$ cat config.mk
export PLATFORM = sky130hd
export DESIGN_NAME = audio_gain_ramp
export DESIGN_NICKNAME = d
export VERILOG_FILES = /design/src/rtl/gain_ramp_pkg.sv /design/src/rtl/gain_ramp_ctrl.sv /design/src/rtl/gain_ramp_dp.sv /design/src/rtl/audio_gain_ramp.sv
export SDC_FILE = /design/constraint.sdc
export NUM_CORES = 1
export LEC_CHECK = 0
export BUFFER_PORTS_ARGS = -buffer_cell sky130_fd_sc_hd__clkbuf_2
export CAP_MARGIN = 10
export CORE_UTILIZATION = 60
export DETAILED_ROUTE_END_ITERATION = 10
export PLACE_DENSITY = 0.87
export SYNTH_ARGS = -nofsm -noshare
export SYNTH_HDL_FRONTEND = slang
export SYNTH_HIERARCHICAL = 1
export SYNTH_SLANG_ARGS = --single-unit
$ cat constraint.sdc
create_clock -name clk -period 8.67 [get_ports clk]
set_clock_uncertainty 0.15 [all_clocks]
set_input_delay 0.867 -clock clk [delete_from_list [all_inputs] [get_ports clk]]
set_output_delay 0.867 -clock clk [all_outputs]
set_load 0.03 [all_outputs]
$ cat src/rtl/gain_ramp_pkg.sv
package gain_ramp_pkg;
  // width of the attenuation word and of the gain register
  localparam int GAIN_W = 11;
  // gain value that means unity (1024 for an 11-bit word)
  localparam int UNITY  = 1 << (GAIN_W - 1);

  // control-to-datapath strobes
  typedef struct packed {
    logic              sampleTick;  // advance the ramp and scale one sample pair
    logic [GAIN_W-1:0] goal;        // value the ramp is heading for
  } rampCmd_t;
endpackage

$ cat src/rtl/gain_ramp_ctrl.sv
module gain_ramp_ctrl
  import gain_ramp_pkg::*;
#(
  parameter int SYNC_STAGES = 2
) (
  input  logic     clk,
  input  logic     rstN,
  input  logic     serData,
  input  logic     serClk,
  input  logic     serLatch,
  input  logic     muteReq,
  input  logic     sampleStrobe,
  output rampCmd_t cmd
);
  localparam int N_WIRES = 3;
  localparam logic [GAIN_W-1:0] UNITY_V = GAIN_W'(UNITY);

  logic [N_WIRES-1:0] rawWires;
  logic [N_WIRES-1:0][SYNC_STAGES-1:0] syncChain;
  logic clkSync, latchSync, dataSync;
  logic clkPrev, latchPrev;
  logic bitRise, latchRise;
  logic [GAIN_W-1:0] shiftReg;
  logic [GAIN_W-1:0] targetQ;

  assign rawWires = {serData, serLatch, serClk};

  for (genvar w = 0; w < N_WIRES; w++) begin : gSync
    if (SYNC_STAGES == 1) begin : gOne
      always_ff @(posedge clk or negedge rstN) begin
        if (!rstN) syncChain[w] <= '0;
        else       syncChain[w] <= rawWires[w];
      end
    end else begin : gMany
      always_ff @(posedge clk or negedge rstN) begin
        if (!rstN) syncChain[w] <= '0;
        else       syncChain[w] <= {syncChain[w][SYNC_STAGES-2:0], rawWires[w]};
      end
    end
  end

  assign clkSync   = syncChain[0][SYNC_STAGES-1];
  assign latchSync = syncChain[1][SYNC_STAGES-1];
  assign dataSync  = syncChain[2][SYNC_STAGES-1];

  always_ff @(posedge clk or negedge rstN) begin
    if (!rstN) begin
      clkPrev   <= 1'b0;
      latchPrev <= 1'b0;
    end else begin
      clkPrev   <= clkSync;
      latchPrev <= latchSync;
    end
  end

  assign bitRise   = clkSync & ~clkPrev;
  assign latchRise = latchSync & ~latchPrev;

  always_ff @(posedge clk or negedge rstN) begin
    if (!rstN)        shiftReg <= '0;
    else if (bitRise) shiftReg <= {shiftReg[GAIN_W-2:0], dataSync};
  end

  always_ff @(posedge clk or negedge rstN) begin
    if (!rstN)          targetQ <= UNITY_V;
    else if (latchRise) targetQ <= (shiftReg > UNITY_V) ? UNITY_V : shiftReg;
  end

  always_comb begin
    cmd.sampleTick = sampleStrobe;
    cmd.goal       = muteReq ? '0 : targetQ;
  end

  // the target never exceeds unity
  assert_target_clamp_R3: assert property (@(posedge clk) disable iff (!rstN)
    targetQ <= UNITY_V);

  // without a latch edge the target holds
  assert_target_hold_R3: assert property (@(posedge clk) disable iff (!rstN)
    !latchRise |=> $stable(targetQ));

  // the shift register moves only on a bit-clock edge
  assert_shift_hold_R2: assert property (@(posedge clk) disable iff (!rstN)
    !bitRise |=> $stable(shiftReg));
endmodule

$ cat src/rtl/gain_ramp_dp.sv
module gain_ramp_dp
  import gain_ramp_pkg::*;
#(
  parameter int SAMPLE_W = 20,
  parameter int STEP     = 2
) (
  input  logic                clk,
  input  logic                rstN,
  input  rampCmd_t            cmd,
  input  logic [SAMPLE_W-1:0] inLeft,
  input  logic [SAMPLE_W-1:0] inRight,
  output logic [SAMPLE_W-1:0] outLeft,
  output logic [SAMPLE_W-1:0] outRight,
  output logic                outValid
);
  localparam int N_CH   = 2;
  localparam int PROD_W = SAMPLE_W + GAIN_W + 1;
  localparam int SHIFT  = GAIN_W - 1;
  localparam logic [GAIN_W-1:0] UNITY_V = GAIN_W'(UNITY);
  localparam logic [GAIN_W-1:0] STEP_V  = GAIN_W'(STEP);
  localparam logic signed [PROD_W-1:0] SAT_HI =
    $signed({{(PROD_W-SAMPLE_W+1){1'b0}}, {(SAMPLE_W-1){1'b1}}});
  localparam logic signed [PROD_W-1:0] SAT_LO =
    $signed({{(PROD_W-SAMPLE_W+1){1'b1}}, {(SAMPLE_W-1){1'b0}}});

  logic [GAIN_W-1:0] gainQ, gainD, gap;
  logic [N_CH-1:0][SAMPLE_W-1:0] chIn, chOut;

  always_comb begin
    gap   = '0;
    gainD = gainQ;
    if (gainQ < cmd.goal) begin
      gap   = cmd.goal - gainQ;
      gainD = gainQ + ((gap > STEP_V) ? STEP_V : gap);
    end else if (gainQ > cmd.goal) begin
      gap   = gainQ - cmd.goal;
      gainD = gainQ - ((gap > STEP_V) ? STEP_V : gap);
    end
  end

  always_ff @(posedge clk or negedge rstN) begin
    if (!rstN)               gainQ <= UNITY_V;
    else if (cmd.sampleTick) gainQ <= gainD;
  end

  assign chIn = {inRight, inLeft};

  for (genvar ch = 0; ch < N_CH; ch++) begin : gChan
    logic signed [PROD_W-1:0] sampleExt, gainExt, prod, scaled;
    logic [SAMPLE_W-1:0] satVal;

    assign sampleExt = PROD_W'($signed(chIn[ch]));
    assign gainExt   = $signed(PROD_W'(gainQ));
    assign prod      = sampleExt * gainExt;
    assign scaled    = prod >>> SHIFT;

    always_comb begin
      if (scaled > SAT_HI)      satVal = SAT_HI[SAMPLE_W-1:0];
      else if (scaled < SAT_LO) satVal = SAT_LO[SAMPLE_W-1:0];
      else                      satVal = scaled[SAMPLE_W-1:0];
    end

    always_ff @(posedge clk or negedge rstN) begin
      if (!rstN)               chOut[ch] <= '0;
      else if (cmd.sampleTick) chOut[ch] <= satVal;
    end
  end

  always_ff @(posedge clk or negedge rstN) begin
    if (!rstN) outValid <= 1'b0;
    else       outValid <= cmd.sampleTick;
  end

  assign outLeft  = chOut[0];
  assign outRight = chOut[1];

  // gain stays within zero..unity
  assert_gain_range_R5: assert property (@(posedge clk) disable iff (!rstN)
    gainQ <= UNITY_V);

  // a strobe moves the gain by at most one step
  assert_step_size_R5: assert property (@(posedge clk) disable iff (!rstN)
    cmd.sampleTick |=> ((gainQ >= $past(gainQ)) ? (gainQ - $past(gainQ))
                                                : ($past(gainQ) - gainQ)) <= STEP_V);

  // no strobe, no movement
  assert_gain_hold_R5: assert property (@(posedge clk) disable iff (!rstN)
    !cmd.sampleTick |=> $stable(gainQ));

  // rising ramp never overshoots its goal
  assert_no_overshoot_R5: assert property (@(posedge clk) disable iff (!rstN)
    (cmd.sampleTick && gainQ <= cmd.goal) |=> gainQ <= $past(cmd.goal));

  // once silent under a zero goal, the gain stays silent
  assert_mute_hold_R7: assert property (@(posedge clk) disable iff (!rstN)
    (cmd.goal == '0 && gainQ == '0) |=> gainQ == '0);

  // a pair is flagged exactly one cycle after each strobe
  assert_valid_timing_R8: assert property (@(posedge clk) disable iff (!rstN)
    cmd.sampleTick |=> outValid);
  assert_valid_idle_R8: assert property (@(posedge clk) disable iff (!rstN)
    !cmd.sampleTick |=> !outValid);
endmodule

$ cat src/rtl/audio_gain_ramp.sv
module audio_gain_ramp
  import gain_ramp_pkg::*;
#(
  parameter int SAMPLE_W    = 20,
  parameter int STEP        = 2,
  parameter int SYNC_STAGES = 2
) (
  input  logic                clk,
  input  logic                rstN,
  input  logic                serData,
  input  logic                serClk,
  input  logic                serLatch,
  input  logic                muteReq,
  input  logic                sampleStrobe,
  input  logic [SAMPLE_W-1:0] inLeft,
  input  logic [SAMPLE_W-1:0] inRight,
  output logic [SAMPLE_W-1:0] outLeft,
  output logic [SAMPLE_W-1:0] outRight,
  output logic                outValid
);
  rampCmd_t cmd;

  gain_ramp_ctrl #(.SYNC_STAGES(SYNC_STAGES)) u_ctrl (
    .clk(clk), .rstN(rstN), .serData(serData), .serClk(serClk),
    .serLatch(serLatch), .muteReq(muteReq), .sampleStrobe(sampleStrobe),
    .cmd(cmd)
  );

  gain_ramp_dp #(.SAMPLE_W(SAMPLE_W), .STEP(STEP)) u_dp (
    .clk(clk), .rstN(rstN), .cmd(cmd), .inLeft(inLeft), .inRight(inRight),
    .outLeft(outLeft), .outRight(outRight), .outValid(outValid)
  );
endmodule

After elaboration in Yosys (flattened, before gate mapping)
Index checks and enable logic that the tools add are counted.
{ "word_totals": {"regBits": 82, "wordCells": 42, "output_inout_bits": 41, "input_bits": 47} }
{ "op_classes": {"mul": 2, "muxes": 10, "n_lt_le_gt_ge": 9, "n_addsub": 4, "n_reduce_logical": 2, "bitwise": 4} }
{ "ops": {"columns": ["cell", "n"], "rows": [
  ["$mux W20", 4],
  ["$mux W11", 6],
  ["$mul A20 B12 Y32", 2],
  ["$gt A22 B20 Y1 const B", 2],
  ["$lt A22 B20 Y1 const B", 2],
  ["$sub A11 B11 Y11", 3],
  ["$gt A11 B2 Y1 const B", 2],
  ["$add A11 B11 Y11", 1],
  ["$gt A11 B11 Y1", 1],
  ["$gt A11 B11 Y1 const B", 1],
  ["$lt A11 B11 Y1", 1],
  ["$and A1 B1 Y1", 2],
  ["$not A1 Y1", 2],
  ["$reduce_and A2 Y1", 1],
  ["$reduce_bool A2 Y1", 1]
]} }

Logic depth before layout (Yosys ltp)
Gate-level depths: netlist of run 1.
{ "logic_depth": {"ltp_word": 7, "ltp_mapped": 28, "mapped_depth_nobuf": 26} }

By module
Netlist of run 1, hierarchy kept.
{ "by_module_without_submodules": {"columns": ["module", "seq_area_each_um2", "area_each_um2", "cells_each", "instances"], "rows": [
  ["gain_ramp_dp", 1302.5, 19040.8, 2178, 1],
  ["gain_ramp_ctrl", 752.0, 1234.9, 80, 1]
]} }

Worst setup path before layout of run 1
OpenSTA, ideal clock, no wires.
{ "synth_timing": {"path_type": "input-to-reg", "start": "input port inRight[19]", "end": "register u_dp.chOut (netlist bit u_dp/outRight[10])", "required_ps": 8397, "cell_stages": 20, "arrival_time_ps": 6177, "slack_ps": 2220, "setup_ps": 123, "path_buffers": 2, "cell_sequence": "clkbuf_1 nand2_1 fa_1 inv_1 fa_1 fa_1 fa_1 inv_1 fa_1 inv_1 ha_1 and4_1 a221o_1 or3_4 a31oi_4 o21bai_2 o41ai_4 o21ai_4 buf_6 o221a_1"} }
{ "synth_via": {"elab_chain_cells": 4, "elab_cells_between_ends": 5, "cone_classes": "1 x mul; 2 x order compare; 2 x mux"} }
{ "synth_rtl": {"columns": ["item", "line_no", "text"], "rows": [
  ["start, declared", "audio_gain_ramp.sv:16", "input logic [SAMPLE_W-1:0] inRight,"],
  ["$mul A20 B12 Y32 (*)", "gain_ramp_dp.sv:54", "assign prod = sampleExt * gainExt;"],
  ["$lt A22 B20 Y1", "gain_ramp_dp.sv:59", "else if (scaled < SAT_LO) satVal = SAT_LO[SAMPLE_W-1:0];"],
  ["$mux W20", "gain_ramp_dp.sv:59", null],
  ["$mux W20 (*)", "gain_ramp_dp.sv:58", "if (scaled > SAT_HI) satVal = SAT_HI[SAMPLE_W-1:0];"],
  ["end signal, assigned by index", "gain_ramp_dp.sv:65", "else if (cmd.sampleTick) chOut[ch] <= satVal;"],
  ["end, declared", "gain_ramp_dp.sv:27", "logic [N_CH-1:0][SAMPLE_W-1:0] chIn, chOut;"]
]} }
Mark *: on every way between the ends. The rest lies on a longest branch, timed or not.
A chain may end at the register's enable or synchronous reset.

Final worst setup path of run 1
{ "layout_timing": {"start": "register u_dp.gainQ[3]", "end": "register u_dp.chOut (netlist bit u_dp/outRight[7])"} }
{ "layout_via": {"elab_chain_cells": 4, "elab_cells_between_ends": 5, "cone_classes": "1 x mul; 2 x order compare; 2 x mux"} }
{ "layout_rtl": {"columns": ["item", "line_no", "text"], "rows": [
  ["start, declared", "gain_ramp_dp.sv:26", "logic [GAIN_W-1:0] gainQ, gainD, gap;"],
  ["start signal, assigned", "gain_ramp_dp.sv:43", "else if (cmd.sampleTick) gainQ <= gainD;"],
  ["$mul A20 B12 Y32 (*)", "gain_ramp_dp.sv:54", null],
  ["$lt A22 B20 Y1", "gain_ramp_dp.sv:59", null],
  ["$mux W20", "gain_ramp_dp.sv:59", null],
  ["$mux W20 (*)", "gain_ramp_dp.sv:58", null]
]} }
Marks and branches as above.

==> flow_metrics.env, run 1 <==
export IMPL_synth_yosys_seq_area_share_pct=10.1
export IMPL_yosys_warnings=6
export IMPL_timing_critical_path_slowest_stage_cell="dfrtp_1"
export IMPL_drc_errors=0
export IMPL_global_route_overflow_total=0
export IMPL_grt_util_all_layers_pct=28.9
export IMPL_clock_fmax_mhz=142
export IMPL_max_slew_margin_rel_pct=24.4
export IMPL_antenna_cells_inserted=0
export IMPL_actual_slew_at_the_worst_max_slew_pin_ns=1.13
export IMPL_stdcell_area_um2=21200
export IMPL_gp_routability_congestion=0.916
export IMPL_detailroute_via_count=15200
export IMPL_crit_buf_inv=3
export IMPL_drive_gt1_share_pct=8.51
export IMPL_detailedRoute_firstPassIterationCount=6
export IMPL_grt_start_max_net_pins=61
export IMPL_finalHoldViolCount=0
export IMPL_yosys_area_top_type_share_pct=39.0
export IMPL_cts_inserted_buffers=9
export IMPL_vias_per_cell=5.61
export IMPL_final_setup_worst_slack_ns=1.65
export IMPL_final_nets=2868
export IMPL_drt_wirelength_per_cell_um=17.0
export IMPL_dieArea_um2=34500
export IMPL_ys_ff_latch=82
export IMPL_crit_path_cell_trace="nand2_1 -> fa_1 -> inv_1 -> fa_1 -> fa_1 -> fa_1 -> inv_1 -> fa_1 -> inv_1 -> ha_1 -> and4_1 -> a221o_1 -> or3_4 -> a31oi_4 -> o21bai_2 -> xnor2_1 -> o211ai_4 -> o221a_2"
export IMPL_maxSlewViolCount=0
export IMPL_dpl_cell_count=2693
export IMPL_start_util_pct=61.7
export IMPL_clock_sinks=82
export IMPL_row_count=66
export IMPL_post_dp_hpwl_um=37100
export IMPL_netlist_top_cell_by_area="fa_1"
export IMPL_drt_first_iter_violations=944
export IMPL_postRouteWirelength_um=46000
export IMPL_io_pins=88
export IMPL_crit_family="adder cells"
export IMPL_post_synth_instance_area_um2=20300
export IMPL_synth_cell_types=85
export IMPL_crit_path_max_fanout=26
export IMPL_startpoint_type="register"
export IMPL_postCtsHoldBufs=0
export IMPL_post_cts_resized=0
export IMPL_post_layout_nonfiller_instances=2709
export IMPL_setup_viol_count_final=0
export IMPL_final_worst_path_period_share_pct=81.0
export IMPL_grt_first_pass_wirelength_um=78700
export IMPL_critPathKind="reg -> reg"
export IMPL_critPathMaxStageDelay_ns=1.05
export IMPL_cts_path_max_buffers=2
export IMPL_synth_enable_flop_cells=0
export IMPL_layout_commonest_cell="inv_1"
export IMPL_most_common_cell_on_crit_path="fa_1"
export IMPL_worst_endpoint_required_ns=8.82
export IMPL_synthArstFlopShare_pct=100
export IMPL_totalNegativeSetupSlack_ns=0
export IMPL_core_region_area_um2=32900
export IMPL_rsz_0062_raised_after_global_routing="no"
export IMPL_first_global_vias=17000
export IMPL_htree_levels=3
export IMPL_critPathCaptureType="register"
export IMPL_area_growth_pct=4.76
export IMPL_dpl_cell_area_um2=20900
export IMPL_clk_pin_slew_worst_paths_ns=0.08
export IMPL_cap_viol_max_count=0
export IMPL_synth_area_top_cells="fa_1 (39%), inv_1 (10%), ha_1 (10%), dfrtp_1 (9.9%), nand2_1 (6.6%)"
export IMPL_ys_flop_type="dfrtp_1"
export IMPL_clock_latency_ns=0.37
export IMPL_timing_hold_worst_class="reg -> reg"
export IMPL_drt_antenna_violating_nets=0
export IMPL_worstPathArrival_ns=7.17
export IMPL_layout_filler_cells=2633
export IMPL_most_common_layout_cells="inv_1 (563), fa_1 (395), nand2_1 (356)"
export IMPL_post_route_min_period_ns=7.02
export IMPL_chipHeight_um=186
export IMPL_dpl_worst_slack_ns=1.77
export IMPL_grt_antenna_before_repair=0
export IMPL_tritoncts="done"
export IMPL_horizontal_extent_of_the_die_um=186
export IMPL_cts_repair_timing_setup_buffer_count=0
export IMPL_syn_instance_count=2258
export IMPL_result_of_the_run="completed"
export IMPL_clk_root_buffer_cell="clkbuf_16"
export IMPL_syn_area_per_cell_um2=8.98
export IMPL_port_buffer_count=87
export IMPL_synthesized_net_count=2864
## through the flow
| stage | hold WS [ns] | util (%) |
|---|---|---|
| floorplan | 0.181 | - |
| global placement | 0.189 | 63.5 |
| detailed placement | 0.190 | 63.5 |
| CTS | 0.207 | 64.6 |
| global route | 0.209 | 64.6 |
| finish | 0.207 | 64.6 |
## per-layer routing
layer	track usage [%]	part of all wire, %	up-vias
met5	0	0	-
met4	12.4	3.5	0
met3	4.25	6.5	131
met2	50.9	52	600
met1	35.3	38	7695
li1	-	-	6778
## state kept, by name (all words and copies together) (netlist names)
register / flops
u_dp/outLeft: 20
u_dp/outRight: 20
u_ctrl/shiftReg: 11
u_ctrl/targetQ: 11
u_dp/gainQ: 11
u_ctrl/syncChain: 3
u_ctrl/clkPrev: 1
u_ctrl/clkSync: 1
u_ctrl/dataSync: 1
u_ctrl/latchPrev: 1
u_ctrl/latchSync: 1
u_dp/outValid: 1
## synthesized netlist by cell type, types with 7 or more instances
cell,instances
dfrtp_1,80
mux2_2,14
a221o_1,19
a21o_1,24
nand4_1,7
mux2_4,10
nand2_1,356
nand3_1,9
o221a_1,10
a21oi_1,60
xor2_1,29
nand2b_1,7
xnor2_1,40
inv_1,563
nor3_1,12
and2_1,112
ha_1,164
o221a_2,9
nor2b_1,29
fa_1,395
o21ai_0,39
clkbuf_1,90
and2_2,7
nor2_1,41
## cells by family (layout without fill, tap and decap cells)
family | after synthesis | count (layout) | synth area share (%)
AO/OA/AOI/OAI | 235 | 235 | 8.90
multiplexers | 26 | 26 | 1.62
XOR/XNOR | 70 | 70 | 3.09
adder cells (fa/ha/maj) | 559 | 559 | 49.1
buffers and inverters | 672 | 681 | 12.9
flip-flops | 82 | 82 | 10.1
AND/OR/NAND/NOR | 614 | 614 | 14.3
## layout make-up
class | instances | area (um2) | share of cell area, %
repair buffers | 102 | 551 | 2.59
well taps | 442 | 553 | 2.60
clock buffers | 9 | 225 | 1.06
inverters | 563 | 2110 | 9.95
multi-input cells | 1504 | 15600 | 73.5
clock inverters | 7 | 130 | 0.613
flip-flops and latches | 82 | 2050 | 9.67
## path summary, 6_finish.rpt
check / start / to / slack, ns / cells after the start
hold / removal: u_ctrl/syncChain[0] / u_ctrl/clkSync / 0.21 / 0
min in group asynchronous: rstN / u_ctrl/syncChain[2] / 0.23 / 1
setup reg to reg: u_dp/gainQ[3] / u_dp/outRight[7] / 1.65 / 18
hold reg to reg: u_ctrl/syncChain[0] / u_ctrl/clkSync / 0.21 / 0
setup / recovery: u_dp/gainQ[3] / u_dp/outRight[7] / 1.65 / 18
max in group asynchronous: rstN / u_dp/outLeft[11] / 7.02 / 2
Power of run 1 is not shown: default switching activity piles up to over one toggle a cycle in this logic, so the estimate is an artifact.
==> run 2: changes to the inputs <==
==> constraint.sdc (replaced) <==
create_clock -name clk -period 7 [get_ports clk]
set_clock_uncertainty 0.15 [all_clocks]
set_input_delay 0.7 -clock clk [delete_from_list [all_inputs] [get_ports clk]]
set_output_delay 0.7 -clock clk [all_outputs]
set_load 0.03 [all_outputs]
==> flow_metrics.env, run 2 (same netlist as run 1, synthesis figures left out) <==
export IMPL_crit_path_cell_trace="buf_4 -> nand2_1 -> fa_1 -> fa_1 -> inv_1 -> fa_1 -> fa_1 -> inv_1 -> fa_1 -> inv_1 -> ha_1 -> nand3_1 -> a2111oi_4 -> nand2_1 -> a31oi_4 -> o31a_4 -> a21oi_1 -> a2111o_1 -> nor2_4 -> a221o_1"
export IMPL_startpoint_type="register"
export IMPL_critPathMaxStageDelay_ns=0.58
export IMPL_grt_antenna_before_repair=3
export IMPL_cts_repair_timing_setup_buffer_count=0
export IMPL_chipHeight_um=186
export IMPL_tritoncts="done"
export IMPL_result_of_the_run="completed"
export IMPL_cap_viol_max_count=0
export IMPL_horizontal_extent_of_the_die_um=186
export IMPL_timing_hold_worst_class="in -> async"
export IMPL_actual_slew_at_the_worst_max_slew_pin_ns=0.799
export IMPL_critPathKind="reg -> reg"
export IMPL_layout_commonest_cell="inv_1"
export IMPL_timing_critical_path_slowest_stage_cell="dfrtp_1"
export IMPL_htree_levels=3
export IMPL_post_dp_hpwl_um=37500
export IMPL_grt_start_max_net_pins=59
export IMPL_area_growth_pct=4.84
export IMPL_io_pins=88
export IMPL_worstPathArrival_ns=6.84
export IMPL_clock_fmax_mhz=149
export IMPL_clk_root_buffer_cell="clkbuf_16"
export IMPL_drt_antenna_violating_nets=0
export IMPL_rsz_0062_raised_after_global_routing="no"
export IMPL_clock_latency_ns=0.37
export IMPL_setup_viol_count_final=0
export IMPL_postRouteWirelength_um=46500
export IMPL_first_global_vias=17000
export IMPL_max_slew_margin_rel_pct=46.7
export IMPL_cts_path_max_buffers=2
export IMPL_totalNegativeSetupSlack_ns=0
export IMPL_detailedRoute_firstPassIterationCount=5
export IMPL_final_worst_path_period_share_pct=95.8
export IMPL_layout_filler_cells=2652
export IMPL_most_common_cell_on_crit_path="fa_1"
export IMPL_crit_buf_inv=4
export IMPL_drt_first_iter_violations=904
export IMPL_drive_gt1_share_pct=8.84
export IMPL_row_count=66
export IMPL_crit_path_max_fanout=24
export IMPL_post_route_min_period_ns=6.71
export IMPL_critPathCaptureType="register"
export IMPL_grt_first_pass_wirelength_um=79000
export IMPL_finalHoldViolCount=0
export IMPL_start_util_pct=61.7
export IMPL_drc_errors=0
export IMPL_drt_wirelength_per_cell_um=17.1
export IMPL_dieArea_um2=34500
export IMPL_global_route_overflow_total=0
export IMPL_final_nets=2875
export IMPL_gp_routability_congestion=0.907
export IMPL_vias_per_cell=5.64
export IMPL_grt_util_all_layers_pct=29.2
export IMPL_clk_pin_slew_worst_paths_ns=0.08
export IMPL_detailroute_via_count=15300
export IMPL_crit_family="adder cells"
export IMPL_core_region_area_um2=32900
export IMPL_cts_inserted_buffers=9
export IMPL_worst_endpoint_required_ns=7.14
export IMPL_postCtsHoldBufs=0
export IMPL_clock_sinks=82
export IMPL_most_common_layout_cells="inv_1 (563), fa_1 (395), nand2_1 (356)"
export IMPL_port_buffer_count=87
export IMPL_maxSlewViolCount=0
-- run 2: changes by cell type in the layout (fill, tap and decap cells not counted), sizes merged --
cell and delta:
buf +7, bufinv -3, clkbuf +1, clkinv +3, clkinvlp +1, diode +1
inv -2
-- run 2: per-stage QoR --
step / setup WS, ns / utilization [%] / cell area, um2 / hold WS, ns / cells
after floorplan: 0.717 / - / 20300 / 0.181 / 2258
after global placement: 0.445 / 63.8 / 21000 / 0.187 / 2700
after detailed placement: 0.263 / 63.8 / 21000 / 0.188 / 2700
after CTS: 0.251 / 64.7 / 21300 / 0.0806 / 2716
after global routing: 0.0617 / 64.7 / 21300 / 0.0989 / 2716
final: 0.295 / 64.7 / 21300 / 0.0741 / 2717
-- run 2: worst reg2reg max path, cell delays in order, from the launching register on --
cell	delay (ns)
dfrtp_1	0.58
buf_4	0.39
nand2_1	0.15
fa_1	0.49
fa_1	0.51
inv_1	0.05
fa_1	0.48
fa_1	0.56
inv_1	0.06
fa_1	0.55
inv_1	0.05
ha_1	0.35
nand3_1	0.14
a2111oi_4	0.31
nand2_1	0.18
a31oi_4	0.27
o31a_4	0.17
a21oi_1	0.09
a2111o_1	0.51
nor2_4	0.41
a221o_1	0.19
-- run 2: cell type report --
type | count | area [um2] | share of cell area [%]
Clock inverter | 6 | 50.0 | 0.235
Inverter | 563 | 2110 | 9.94
Multi-Input combinational cell | 1504 | 15600 | 73.5
Tap cell | 442 | 553 | 2.60
Antenna cell | 1 | 2.50 | 0.0118
Clock buffer | 10 | 239 | 1.12
Timing Repair Buffer | 109 | 628 | 2.95
Sequential cell | 82 | 2060 | 9.67
-- run 2: layer usage --
| layer | track usage, % | routed length, um | vias up |
|---|---|---|---|
| met1 | 36.3 | 18200 | 7759 |
| li1 | - | - | 6798 |
| met4 | 12.8 | 1610 | 2 |
| met5 | 0 | 13 | - |
| met3 | 4.19 | 2940 | 139 |
| met2 | 50.5 | 23600 | 634 |
-- run 2: final timing paths --
check | startpoint | endpoint | slack (ns) | depth (start not counted)
max | u_dp/gainQ[3] | u_dp/outLeft[1] | 0.29 | 20
min | rstN | u_dp/outRight[4] | 0.07 | 1
max reg2reg | u_dp/gainQ[3] | u_dp/outLeft[1] | 0.29 | 20
min reg2reg | u_ctrl/syncChain[4] | u_ctrl/dataSync | 0.20 | 0
max in group asynchronous | rstN | u_dp/gainQ[6] | 5.49 | 2
min in group clk | u_ctrl/syncChain[4] | u_ctrl/dataSync | 0.20 | 0
-- run 2: repair_timing --
item                                    CTS  global route
endpoints found under the setup margin    0            23
hold endpoints to repair                  0             0
resized for setup                         0             1
Power of run 2 is left out for the same reason.
==> run 3: changes to the inputs <==
--- a/config.mk
+++ b/config.mk
@@ -7,9 +7,9 @@
 export LEC_CHECK = 0
 export BUFFER_PORTS_ARGS = -buffer_cell sky130_fd_sc_hd__clkbuf_2
 export CAP_MARGIN = 10
-export CORE_UTILIZATION = 60
+export CORE_UTILIZATION = 33
 export DETAILED_ROUTE_END_ITERATION = 10
-export PLACE_DENSITY = 0.87
+export PLACE_DENSITY = 0.57
 export SYNTH_ARGS = -nofsm -noshare
 export SYNTH_HDL_FRONTEND = slang
 export SYNTH_HIERARCHICAL = 1
==> constraint.sdc (replaced) <==
create_clock -name clk -period 6.95 [get_ports clk]
set_clock_uncertainty 0.15 [all_clocks]
set_input_delay 0.695 -clock clk [delete_from_list [all_inputs] [get_ports clk]]
set_output_delay 0.695 -clock clk [all_outputs]
set_load 0.03 [all_outputs]
==> flow_metrics.env, run 3 (same netlist as run 1, synthesis figures left out) <==
export IMPL_result_of_the_run="completed"
export IMPL_clk_root_buffer_cell="clkbuf_16"
export IMPL_cts_repair_timing_setup_buffer_count=0
export IMPL_hold_worst_slack_ns=0.0741
export IMPL_area_growth_pct=7.23
export IMPL_timing_hold_worst_class="in -> async"
export IMPL_chipHeight_um=250
export IMPL_cts_path_max_buffers=2
export IMPL_htree_levels=3
export IMPL_rsz_0062_raised_after_global_routing="no"
export IMPL_post_dp_hpwl_um=40400
export IMPL_drt_antenna_violating_nets=0
export IMPL_finalHoldViolCount=0
export IMPL_actual_slew_at_the_worst_max_slew_pin_ns=0.812
export IMPL_cts_inserted_buffers=9
export IMPL_grt_util_all_layers_pct=16.6
export IMPL_global_route_overflow_total=0
export IMPL_drc_errors=0
export IMPL_tritoncts="done"
export IMPL_worstPathArrival_ns=6.76
export IMPL_dpl_cell_count=3041
export IMPL_critPathKind="reg -> reg"
export IMPL_vias_per_cell=4.80
export IMPL_dieArea_um2=62400
export IMPL_crit_path_max_fanout=23
export IMPL_most_common_layout_cells="inv_1 (563), fa_1 (395), nand2_1 (356)"
export IMPL_detailroute_via_count=14700
export IMPL_horizontal_extent_of_the_die_um=250
export IMPL_layout_filler_cells=6197
export IMPL_setup_viol_count_final=0
export IMPL_startpoint_type="register"
export IMPL_clock_sinks=82
export IMPL_drt_first_iter_violations=707
export IMPL_drt_wirelength_per_cell_um=16.1
export IMPL_start_util_pct=33.5
export IMPL_clock_latency_ns=0.39
export IMPL_worst_endpoint_required_ns=7.13
export IMPL_maxSlewViolCount=0
export IMPL_final_worst_path_period_share_pct=94.6
export IMPL_post_route_min_period_ns=6.58
export IMPL_grt_start_max_net_pins=54
export IMPL_layout_commonest_cell="inv_1"
export IMPL_postRouteWirelength_um=49300
export IMPL_gp_routability_congestion=0.825
export IMPL_cap_viol_max_count=0
export IMPL_row_count=90
export IMPL_rrSetupSlack_ns=0.37
export IMPL_post_cts_resized=0
export IMPL_clock_fmax_mhz=152
export IMPL_io_pins=88
export IMPL_detailedRoute_firstPassIterationCount=5
export IMPL_grt_first_pass_wirelength_um=82900
export IMPL_critPathCaptureType="register"
export IMPL_max_slew_margin_rel_pct=45.9
export IMPL_final_nets=2876
export IMPL_post_layout_nonfiller_instances=3061
export IMPL_port_buffer_count=87
export IMPL_postCtsHoldBufs=0
export IMPL_first_global_vias=16200
export IMPL_drive_gt1_share_pct=8.84
export IMPL_core_region_area_um2=60600
export IMPL_grt_antenna_before_repair=5
export IMPL_clk_pin_slew_worst_paths_ns=0.07
export IMPL_finalCoreUtilization_pct=35.9
export IMPL_totalNegativeSetupSlack_ns=0
run 3: layer usage:
metal	GRT usage [%]	vias up	wire length, um
li1	-	6806	-
met1	21.6	7620	21900
met2	28.6	223	24500
met3	2.61	49	2080
met4	4.36	4	801
met5	0	-	27
run 3: area by class of cell:
class	count	area (um2)	share of cell area [%]
Timing Repair Buffer	110	661	3.04
Inverter	563	2110	9.72
Tap cell	782	978	4.50
Multi-Input combinational cell	1504	15600	71.8
Clock inverter	7	85.1	0.391
Antenna cell	4	10.0	0.0460
Clock buffer	9	225	1.04
Sequential cell	82	2050	9.45
run 3: final timing paths:
kind	from	to	cells after the start
max	u_dp/gainQ[8]	u_dp/outRight[18]	20
min	rstN	u_ctrl/latchPrev	1
max reg2reg	u_dp/gainQ[8]	u_dp/outRight[18]	20
min reg2reg	u_ctrl/syncChain[0]	u_ctrl/clkSync	0
max in group asynchronous	rstN	u_dp/outLeft[10]	2
min in group clk	u_ctrl/syncChain[0]	u_ctrl/clkSync	0
run 3: worst max-delay path: stages (launching register included):
cell and delay [ns]:
dfrtp_1 0.56, buf_4 0.39, nand2_1 0.12, fa_1 0.49, inv_1 0.05, fa_1 0.55
fa_1 0.43, fa_1 0.50, inv_1 0.06, fa_1 0.47, inv_1 0.04, ha_1 0.34
a21o_1 0.18, a21o_1 0.18, a221o_1 0.36, or3_4 0.34, a31oi_4 0.21, o21bai_2 0.15
xnor2_1 0.18, o211ai_4 0.48, o221a_2 0.30
run 3: metrics by stage:
step,instance area [um2],setup slack [ns]
after floorplan,20300,0.672
after global placement,21400,0.391
after detailed placement,21400,0.231
after CTS,21700,0.364
after global routing,21700,0.0181
final,21700,0.373
Power of run 3 is left out for the same reason.
